==> src/rtl/pft_pkg.sv <==
package pft_pkg;
  localparam int GATES = 6;
  typedef logic [GATES-1:0] gate_vec_t;
endpackage

==> src/rtl/pft_fault_or.sv <==
module pft_fault_or #(
  parameter int N = 12
) (
  input  logic [N-1:0] lines_n,
  input  logic [N-1:0] en,
  input  logic         pin_n,
  output logic         fault
);
  logic [N-1:0] hit;
  for (genvar i = 0; i < N; i++) begin : g_line
    assign hit[i] = en[i] & ~lines_n[i];
  end
  assign fault = (|hit) | ~pin_n;
endmodule

==> src/rtl/pft_trip_latch.sv <==
module pft_trip_latch (
  input  logic clk,
  input  logic rst,
  input  logic set_async,
  input  logic clr,
  output logic q
);
  // Set is asynchronous and dominant; clear acts only on a clock edge
  // where the set input is already low.
  always_ff @(posedge clk or posedge set_async) begin
    if (set_async)
      q <= 1'b1;
    else if (rst || clr)
      q <= 1'b0;
  end
endmodule

==> src/rtl/pft_sync_edge.sv <==
module pft_sync_edge #(
  parameter int STAGES = 2
) (
  input  logic clk,
  input  logic rst,
  input  logic d_async,
  output logic level,
  output logic rise
);
  logic [STAGES-1:0] sh;
  logic              prev;

  always_ff @(posedge clk) begin
    if (rst) begin
      sh   <= '0;
      prev <= 1'b0;
      rise <= 1'b0;
    end else begin
      sh   <= {sh[STAGES-2:0], d_async};
      prev <= sh[STAGES-1];
      rise <= sh[STAGES-1] & ~prev;
    end
  end
  assign level = sh[STAGES-1];
endmodule

==> src/rtl/pft_gate.sv <==
module pft_gate
  import pft_pkg::*;
(
  input  gate_vec_t din,
  input  logic      kill,
  output gate_vec_t dout
);
  for (genvar g = 0; g < GATES; g++) begin : g_sw
    assign dout[g] = din[g] & ~kill;
  end
endmodule

==> src/rtl/pwm_fault_trip.sv <==
module pwm_fault_trip
  import pft_pkg::*;
#(
  parameter int N_LINES     = 12,
  parameter int SYNC_STAGES = 2
) (
  input  logic               clk,
  input  logic               rst,
  input  logic [N_LINES-1:0] io_in,
  input  logic               trip_n,
  input  logic               en_wr,
  input  logic [N_LINES-1:0] en_wdata,
  input  logic               clr,
  input  logic [GATES-1:0]   gate_in,
  output logic [GATES-1:0]   gate_out,
  output logic [N_LINES-1:0] line_en,
  output logic               tripped,
  output logic               trip_irq
);
  localparam logic [N_LINES-1:0] EN_RESET = '1;

  logic fault_any;
  logic trip_q;
  logic kill;

  always_ff @(posedge clk) begin
    if (rst)
      line_en <= EN_RESET;
    else if (en_wr)
      line_en <= en_wdata;
  end

  pft_fault_or #(.N(N_LINES)) u_or (
    .lines_n(io_in),
    .en     (line_en),
    .pin_n  (trip_n),
    .fault  (fault_any)
  );

  pft_trip_latch u_latch (
    .clk      (clk),
    .rst      (rst),
    .set_async(fault_any),
    .clr      (clr),
    .q        (trip_q)
  );

  assign kill = fault_any | trip_q;

  pft_gate u_gate (
    .din (gate_in),
    .kill(kill),
    .dout(gate_out)
  );

  pft_sync_edge #(.STAGES(SYNC_STAGES)) u_sync (
    .clk    (clk),
    .rst    (rst),
    .d_async(trip_q),
    .level  (tripped),
    .rise   (trip_irq)
  );
endmodule

==> config.mk <==
export PLATFORM = sky130hd
export DESIGN_NAME = pwm_fault_trip
export DESIGN_NICKNAME = d
export VERILOG_FILES = /design/src/rtl/pft_pkg.sv /design/src/rtl/pft_fault_or.sv /design/src/rtl/pft_trip_latch.sv /design/src/rtl/pft_sync_edge.sv /design/src/rtl/pft_gate.sv /design/src/rtl/pwm_fault_trip.sv
export SDC_FILE = /design/constraint.sdc
export NUM_CORES = 1
export LEC_CHECK = 0
export ABC_AREA = 1
export ABC_CLOCK_PERIOD_IN_PS = 3000
export BUFFER_PORTS_ARGS = -buffer_cell sky130_fd_sc_hd__clkbuf_2
export CAP_MARGIN = 20
export CORE_MARGIN = 2
export CORE_UTILIZATION = 42
export DETAILED_ROUTE_END_ITERATION = 8
export PLACE_DENSITY = 0.83
export SLEW_MARGIN = 5
export SYNTH_ARGS = -nofsm -noshare
export SYNTH_HDL_FRONTEND = slang
export SYNTH_SLANG_ARGS = --single-unit
==> constraint.sdc <==
create_clock -name clk -period 3 [get_ports clk]
set_clock_uncertainty 0.2 [all_clocks]
set_input_delay 0.9 -clock clk [delete_from_list [all_inputs] [get_ports clk]]
set_output_delay 0.9 -clock clk [all_outputs]
set_load 0.03 [all_outputs]
Word-level counts from Yosys, hierarchy flattened
Cells that the tools add are included.

Flip-flop bits (word level): 17. Input bits: 35. Output and inout port bits: 20.

Bitwise logic cells: 36. Reductions and logical operators: 2.

Operator list (count): 1-bit bitwise AND (19); 1-bit inverter (15); 12-bit OR reduction (1); 1-bit bitwise OR (2); 1-bit logical OR (1).

Longest topological paths before layout
Gate-level depths: netlist (run 1).

Depth after elaboration: 7. Depth in mapped cells: 8.

Hierarchy
A second synthesis (run 1) with hierarchy kept.

Cells, all modules: 118. Area, all modules: 779.5 um^2.

By module, submodules not included: pwm_fault_trip (instances 1, cells each 54, area each 427.9 um^2, seq. area each 240.2 um^2); pft_fault_or (instances 1, cells each 35, area each 147.6 um^2, seq. area each 0.0 um^2); pft_sync_edge (instances 1, cells each 12, area each 115.1 um^2, seq. area each 80.1 um^2); pft_gate (instances 1, cells each 12, area each 45.0 um^2, seq. area each 0.0 um^2); pft_trip_latch (instances 1, cells each 5, area each 43.8 um^2, seq. area each 26.3 um^2).

Worst setup path before layout (run 1)
No wires, ideal clock.

Path kind: input -> output. Start point: in io_in[0]. End point: out gate_out[0]. Required time: 1900 ps. Stages on the path: 6. Path slack: 128 ps. Path buffers: 0. Arrival time: 1772 ps. Cell sequence: inv_1 > nand2_1 > nand2_1 > nor3_2 > nand3_2 > nor2_1.

Word-level cells in the longest chain between the ends: 7.

RTL lines: from (decl) (line pwm_fault_trip.sv:9) `input logic [N_LINES-1:0] io_in,`; 1-bit inverter (line pft_fault_or.sv:11) `assign hit[i] = en[i] & ~lines_n[i];`; 1-bit bitwise AND (line pft_fault_or.sv:11); 12-bit OR reduction (line pft_fault_or.sv:13) `assign fault = (|hit) | ~pin_n;`; 1-bit bitwise OR (line pft_fault_or.sv:13); 1-bit bitwise OR (line pwm_fault_trip.sv:48) `assign kill = fault_any | trip_q;`; 1-bit inverter (line pft_gate.sv:9) `assign dout[g] = din[g] & ~kill;`; 1-bit bitwise AND (line pft_gate.sv:9); to (decl) (line pwm_fault_trip.sv:15) `output logic [GATES-1:0] gate_out,`.

No other way between the ends.

Worst setup path after layout (run 1)
Ends and elaborated chain as after synthesis.

==> out/qor.txt, run 1 <==
starting density of the core -> 43.9%
combinational power share -> 20.2%
Total GRT Usage -> 16.7%
Critical Path, Cell by Cell -> clkbuf_2 > inv_1 > nand2_1 > nand2_1 > nor3_2 > nand3_2 > nor2_1 > clkbuf_2
die area -> 0.00214 sq mm
number of max-slew violations in the final report -> 0
# hold bufs at CTS -> 0
Post-Syn Area per Cell -> 6.75 sq um
CP Max Fanout -> 6
Post-CTS Setup Inserts -> 0
Yosys top cell area share -> 42.7%
Fin Setup TNS -> 0 ns
Pint -> 0.000325 W
Reg power frac -> 53.4%
status -> completed
Synth top cells by count -> nand2_1 (35), inv_1 (24), dfxtp_1 (16), nand3_1 (12), nor2_1 (9)
Final #Nets -> 202
Max-Cap Viols -> 0
asr flop ratio synth -> 5.88%
Worst-path clk slew -> 0.09 ns
period utilization -> 97.4%
DR pass1 iterations -> 4
placer congestion estimate -> 0.708
relative slew slack -> 77.1%
Mapped Cells -> 111
die width -> 46.2 microns
synth unique cells -> 16
Peak VDD IR -> 0.000248 V
DR WL/cell -> 9.32 microns
TritonCTS clock tree -> done
final number of setup-violating endpoints -> 0
CP arrival -> 1.82 ns
Setup crit end kind -> output port
DR iter-0 viols -> 13
antenna cell count -> 0
Post-synth EDFFs -> 0
Final ANT Viol Nets -> 0
Seq/Total Area, Yosys -> 46.2%
grt ovf -> 0
Storage cell area -> 347 sq um
Filler cells -> 165
Fmax -> 0.342 GHz
standard-cell rows -> 15
CTS root buffer -> clkbuf_4
largest net degree at the start of global routing -> 15
Clk pwr share -> 26.4%
HP Class -> reg2reg
WL final -> 1780 microns
vias in the first global route -> 653
proportion of layout cells with a drive suffix above 1 -> 38.0%
Synth area leaders -> dfxtp_1 (43%), nand2_1 (18%), inv_1 (12%), nand3_1 (8.0%), nor2_1 (4.5%)
required time of the critical path -> 1.90 ns
Area Overhead vs Synth -> 41.7%
Pwr per Cell Area -> 432 mW/mm^2
Vias -> 820
TritonCTS Buffers -> 3
Yosys warnings -> 0
clk buf depth -> 2
port buffer count -> 54
drt via density -> 4.29
H-tree Lvls -> 1
CP Launch Type -> input pin
Yosys reg bits -> 17
I/O pin count -> 55
die height -> 46.2 microns
DRC -> 0
core box area -> 0.00171 sq mm
clk sinks -> 17
Lkg Pwr -> 0.658 nW
Synth area leader -> dfxtp_1
Crit-path slowest cell -> nor3_2
first-pass GRT wire length -> 2560 microns
RSZ-0062 raised after global routing -> no
Fin. Hold Viols -> 0
Tightest Pin Transition -> 0.343 ns
DP Wirelength -> 1470 microns
fin crit period -> 2.92 ns
cell with the most instances after synthesis -> nand2_1
syn nets -> 146
cts repair resizes -> 0
Worst path max stage delay -> 0.22 ns
initial antenna violation count -> 0
Synth Flop Type -> dfxtp_1
critical setup path kind -> in2out
Switching Power -> 0.000134 W
worst skew pair latency -> 0.29 ns
post-synthesis cell area -> 749 sq um
switching fraction of total power -> 29.3%
Tot Pwr -> 0.000459 W
multi-input logic area -> 298 sq um
[power groups by stage]
stage | Sequential, W | Combinational (W) | Clock (W)
after floorplan | 0.000272 | 0.0000323 | 0
after global placement | 0.000250 | 0.0000918 | 0
after detailed placement | 0.000250 | 0.0000936 | 0
after CTS | 0.000245 | 0.0000939 | 0.000127
after global routing | 0.000247 | 0.000102 | 0.000135
final | 0.000245 | 0.0000928 | 0.000121
[registers in the layout (all words and copies together) (netlist names)]
register,flops
line_en,12
u_sync.rise,1
u_sync.sh,2
u_latch.q,1
u_sync.prev,1
[cell type report]
class                   count  share of cell area (%)
flip-flops and latches     17                    32.6
multi-input cells          67                    28.0
repair buffers             54                    25.4
inverters                  24                    8.48
well taps                  25                    2.94
clock buffers               4                    2.47
[stage by stage]
stage	area, sq um	util (%)	cells	hold slack [ns]	worst slack, ns
after global placement	1040	60.7	187	0.177	0.116
after CTS	1060	62.2	191	0.213	0.0780
after detailed placement	1040	60.7	187	0.200	0.0811
after global routing	1060	62.2	191	0.218	0.0130
final	1060	62.2	191	0.206	0.0771
after floorplan	749	-	111	0.173	0.128
[worst max-delay path, delay by kind of cell]
family | cells | cell delay, ns
AND/OR/NAND/NOR | 5 | 0.60
buffers and inverters | 3 | 0.33
[kinds of logic after synthesis]
logic type / synth area share, %
simple gates: 36.7
buf+inv: 14.0
flops: 46.2
compound gates: 3.00
[routing by layer]
layer / global-route usage [%] / part of all wire [%] / vias to the layer above
met1: 20.0 / 41 / 344
li1: - / - / 438
met3: 5.10 / 7.7 / 4
met2: 26.7 / 50 / 34
met5: 0 / 0 / -
met4: 8.57 / 1.4 / 0
[worst paths after layout]
path	startpoint	to	slack [ns]	cells after the start
min in group asynchronous	line_en[8]	u_latch.q	0.44	6
min reg2reg	u_sync.prev	u_sync.rise	0.21	1
max in group asynchronous	io_in[0]	u_latch.q	1.71	6
max	io_in[0]	gate_out[0]	0.08	8
min	u_sync.prev	u_sync.rise	0.21	1
max reg2reg	u_latch.q	u_latch.q	1.94	2
[layout by cell type, fill, tap and decap left out, drive strengths merged]
| cell type | count |
|---|---|
| a21boi | 1 |
| a21oi | 1 |
| and2 | 1 |
| clkbuf | 58 |
| dfstp | 1 |
| dfxtp | 16 |
| inv | 24 |
| nand2 | 36 |
| nand3 | 13 |
| nor2 | 10 |
| nor3 | 3 |
| o21ai | 2 |
No activity file was read; power rests on OpenSTA's default activity.
==> inputs of run 2 (changes only) <==
--- a/config.mk
+++ b/config.mk
@@ -11,6 +11,7 @@
 export CAP_MARGIN = 20
 export CORE_MARGIN = 2
 export CORE_UTILIZATION = 42
+export CTS_BUF_LIST = sky130_fd_sc_hd__clkbuf_16
 export DETAILED_ROUTE_END_ITERATION = 8
 export PLACE_DENSITY = 0.83
 export SLEW_MARGIN = 5
==> out/qor.txt, run 2 (synthesized netlist as in run 1, its figures left out) <==
status -> completed
critical setup path kind -> in2out
CP arrival -> 1.82 ns
Pwr per Cell Area -> 534 mW/mm^2
Peak VDD IR -> 0.000318 V
Area Overhead vs Synth -> 48.7%
proportion of layout cells with a drive suffix above 1 -> 38.0%
DR pass1 iterations -> 3
antenna cell count -> 0
DR iter-0 viols -> 6
Tightest Pin Transition -> 0.345 ns
DR WL/cell -> 9.35 microns
port buffer count -> 54
core box area -> 0.00171 sq mm
TritonCTS Buffers -> 3
Fmax -> 0.343 GHz
I/O pin count -> 55
DRC -> 0
grt ovf -> 0
clk buf depth -> 2
Filler cells -> 161
period utilization -> 97.3%
die area -> 0.00214 sq mm
CP Launch Type -> input pin
# hold bufs at CTS -> 0
Tot Pwr -> 0.000595 W
max reg flops -> 12
Final ANT Viol Nets -> 0
Vias -> 814
CP Max Fanout -> 6
Lkg Pwr -> 0.685 nW
standard-cell rows -> 15
TritonCTS clock tree -> done
Fin. Hold Viols -> 0
fin crit period -> 2.92 ns
vias in the first global route -> 653
most frequent cells in the layout -> clkbuf_2 (54), nand2_1 (35), inv_1 (25)
first-pass GRT wire length -> 2550 microns
Fin Setup TNS -> 0 ns
worst skew pair latency -> 0.24 ns
Largest regs -> line_en: 12 flops, u_sync.sh: 2 flops
clk sinks -> 17
cts repair resizes -> 0
Final #Nets -> 202
H-tree Lvls -> 1
HP Class -> reg2reg
Total GRT Usage -> 16.5%
Post-CTS Setup Inserts -> 0
Worst-path clk slew -> 0.05 ns
DP Wirelength -> 1470 microns
drt via density -> 4.26
placer congestion estimate -> 0.708
die height -> 46.2 microns
hold_ws -> 0.200 ns
required time of the critical path -> 1.90 ns
largest net degree at the start of global routing -> 15
CTS root buffer -> clkbuf_16
Max-Cap Viols -> 0
final number of setup-violating endpoints -> 0
Setup crit end kind -> output port
Top reg by flops -> line_en
most common cell after layout, fill and taps aside -> clkbuf_2
initial antenna violation count -> 0
starting density of the core -> 43.9%
WL final -> 1790 microns
die width -> 46.2 microns
relative slew slack -> 77.0%
RSZ-0062 raised after global routing -> no
number of max-slew violations in the final report -> 0
## run 2: stage by stage
stage | worst slack [ns] | utilization [%] | cell area [sq um] | instances
final | 0.0806 | 65.3 | 1110 | 191
after global routing | 0.0130 | 65.3 | 1110 | 191
after CTS | 0.0780 | 65.3 | 1110 | 191
after detailed placement | 0.0811 | 60.7 | 1040 | 187
after global placement | 0.116 | 60.7 | 1040 | 187
after floorplan | 0.128 | - | 749 | 111
## run 2: power by group
group          internal (W)  switching (W)  leakage (nW)  total (W)
sequential         0.000238     0.00000815         0.143   0.000246
clock              0.000176      0.0000795        0.0423   0.000256
combinational     0.0000360      0.0000569         0.500  0.0000928
total              0.000450       0.000145         0.685   0.000595
## run 2: cell type report
class | instances | area [sq um] | share of cell area (%)
clock buffers | 3 | 75.1 | 6.73
clock inverters | 1 | 3.75 | 0.337
inverters | 24 | 90.1 | 8.08
multi-input cells | 67 | 298 | 26.7
flip-flops and latches | 17 | 347 | 31.1
well taps | 25 | 31.3 | 2.81
repair buffers | 54 | 270 | 24.2
## run 2: final timing paths
| check | startpoint | endpoint | slack, ns | cells past startpoint |
|---|---|---|---|---|
| worst max-delay path | io_in[0] | gate_out[0] | 0.08 | 8 |
| worst min-delay path | u_sync.prev | u_sync.rise | 0.20 | 1 |
| worst max register to register | u_latch.q | u_latch.q | 1.95 | 2 |
| worst min register to register | u_sync.prev | u_sync.rise | 0.20 | 1 |
| max in group asynchronous | io_in[0] | u_latch.q | 1.65 | 6 |
| min in group asynchronous | line_en[8] | u_latch.q | 0.43 | 6 |
## run 2: critical path: stages
cell and delay (ns):
clkbuf_2 0.08, inv_1 0.03, nand2_1 0.05, nand2_1 0.06, nor3_2 0.22, nand3_2 0.14
nor2_1 0.13, clkbuf_2 0.22
## run 2: routing by layer
| metal | vias to the layer above | GRT usage, % | share of wire [%] |
|---|---|---|---|
| met5 | - | 0 | 0 |
| met4 | 0 | 6.86 | 0.45 |
| met3 | 2 | 5.10 | 7.5 |
| met2 | 32 | 26.7 | 51 |
| met1 | 343 | 20.0 | 41 |
| li1 | 437 | - | - |
==> inputs of run 3 (changes only) <==
--- a/config.mk
+++ b/config.mk
@@ -10,10 +10,9 @@
 export BUFFER_PORTS_ARGS = -buffer_cell sky130_fd_sc_hd__clkbuf_2
 export CAP_MARGIN = 20
 export CORE_MARGIN = 2
-export CORE_UTILIZATION = 42
-export CTS_BUF_LIST = sky130_fd_sc_hd__clkbuf_16
+export CORE_UTILIZATION = 25
+export CTS_BUF_LIST = sky130_fd_sc_hd__clkbuf_4 sky130_fd_sc_hd__clkbuf_8
 export DETAILED_ROUTE_END_ITERATION = 8
-export PLACE_DENSITY = 0.83
 export SLEW_MARGIN = 5
 export SYNTH_ARGS = -nofsm -noshare
 export SYNTH_HDL_FRONTEND = slang
==> out/qor.txt, run 3 (synthesized netlist as in run 1, its figures left out) <==
WL final -> 1840 microns
max reg flops -> 12
M2 GR Usage -> 17.9%
DRC -> 7
initial antenna violation count -> 0
most frequent cells in the layout -> clkbuf_2 (46), nand2_1 (35), inv_1 (22)
placer congestion estimate -> 0.700
Fin. Hold Viols -> 0
final cell count without fillers -> 197
vias in the first global route -> 677
Peak VDD IR -> 0.000189 V
met3 GRT Util -> 4.62%
relative slew slack -> 75.9%
first-pass GRT wire length -> 2730 microns
starting density of the core -> 26.7%
Tightest Pin Transition -> 0.361 ns
standard-cell rows -> 19
number of max-slew violations in the final report -> 0
met1 Usage GRT -> 11.8%
die area -> 0.00345 sq mm
most common cell after layout, fill and taps aside -> clkbuf_2
fin crit period -> 2.90 ns
CP arrival -> 1.80 ns
Area Overhead vs Synth -> 46.6%
TritonCTS Buffers -> 3
clk buf depth -> 2
Critical Path, Cell by Cell -> clkbuf_2 > a21boi_1 > nand2_1 > nor2_2 > nand3_2 > nor2_1 > clkbuf_4
Crit-path slowest cell -> clkbuf_4
critical setup path kind -> in2out
DP Wirelength -> 1490 microns
H-tree Lvls -> 1
setup slack after layout -> 0.0995 ns
DR WL/cell -> 9.34 microns
die width -> 58.8 microns
Pwr per Cell Area -> 417 mW/mm^2
die height -> 58.8 microns
Total GRT Usage -> 10.5%
pre-CTS WS -> 0.0760 ns
Post-CTS Setup Inserts -> 0
Tot Pwr -> 0.000458 W
period utilization -> 96.7%
failing checks -> design-rule violations
core box area -> 0.00281 sq mm
Vias -> 814
Worst path max stage delay -> 0.19 ns
largest net degree at the start of global routing -> 15
Cells after DPL -> 193
status -> finished with violations
CTS root buffer -> clkbuf_4
Largest regs -> line_en: 12 flops, u_sync.sh: 2 flops
proportion of layout cells with a drive suffix above 1 -> 39.8%
Final ANT Viol Nets -> 0
RSZ-0062 raised after global routing -> yes
final number of setup-violating endpoints -> 0
# hold bufs at CTS -> 0
I/O pin count -> 55
TritonCTS clock tree -> done
antenna cell count -> 0
CP Launch Type -> input pin
Lkg Pwr -> 0.665 nW
Final #Nets -> 202
Filler cells -> 312
HP Class -> reg2reg
gr busiest metal -> met2
Max-Cap Viols -> 0
DR iter-0 viols -> 30
cts repair resizes -> 0
Worst-path clk slew -> 0.10 ns
required time of the critical path -> 1.90 ns
CP Max Fanout -> 6
Setup crit end kind -> output port
Top reg by flops -> line_en
Fmax -> 0.345 GHz
drt via density -> 4.13
worst skew pair latency -> 0.28 ns
clk sinks -> 17
grt ovf -> 0
port buffer count -> 54
DR pass1 iterations -> 8
[run 3: cell types whose count changed in the layout (fill, tap and decap cells not counted), sizes merged]
cell	delta
buf	+6
clkbuf	-6
clkinv	+1
inv	-1
[run 3: worst max-delay path, delay by kind of cell]
kind | cells | cell delay (ns)
AND/OR/NAND/NOR | 4 | 0.49
AO/OA/AOI/OAI | 1 | 0.14
buffers and inverters | 2 | 0.26
[run 3: report_power, final]
part,switching [W],total [W],internal [W]
clock network,0.0000689,0.000118,0.0000495
logic,0.0000567,0.0000944,0.0000377
registers,0.00000833,0.000246,0.000237
total,0.000134,0.000458,0.000324
[run 3: layout make-up]
class,count,area [sq um],share of cell area (%)
sequential,17,347,31.5
multi-input combinational,67,298,27.1
timing repair buffer,54,298,27.1
inverter,24,90.1,8.20
tap,31,38.8,3.53
clock buffer,3,22.5,2.05
clock inverter,1,5.00,0.456
[run 3: path summary, 6_finish.rpt]
check                            start     endpoint  slack [ns]  depth (start not counted)
hold reg to reg            u_sync.prev  u_sync.rise        0.20                          1
setup reg to reg             u_latch.q    u_latch.q        2.00                          2
setup / recovery                trip_n  gate_out[1]         0.1                          7
hold / removal             u_sync.prev  u_sync.rise        0.20                          1
min in group asynchronous   line_en[4]    u_latch.q        0.41                          4
max in group asynchronous       trip_n    u_latch.q        1.74                          5
[run 3: per-layer routing]
metal  wire length, microns  up-vias
li1                       -      437
met3                    200        0
met2                    867       38
met1                    771      339
met5                      0        -
met4                      0        0
[run 3: metrics by stage]
stage | instance area [sq um] | setup TNS (ns) | hold slack (ns) | utilization (%)
floorplan | 749 | 0 | 0.173 | -
global placement | 1040 | 0 | 0.180 | 37.2
detailed placement | 1040 | 0 | 0.188 | 37.2
CTS | 1070 | 0 | 0.203 | 38.2
global route | 1100 | -0.0220 | 0.212 | 39.2
finish | 1100 | 0 | 0.196 | 39.2
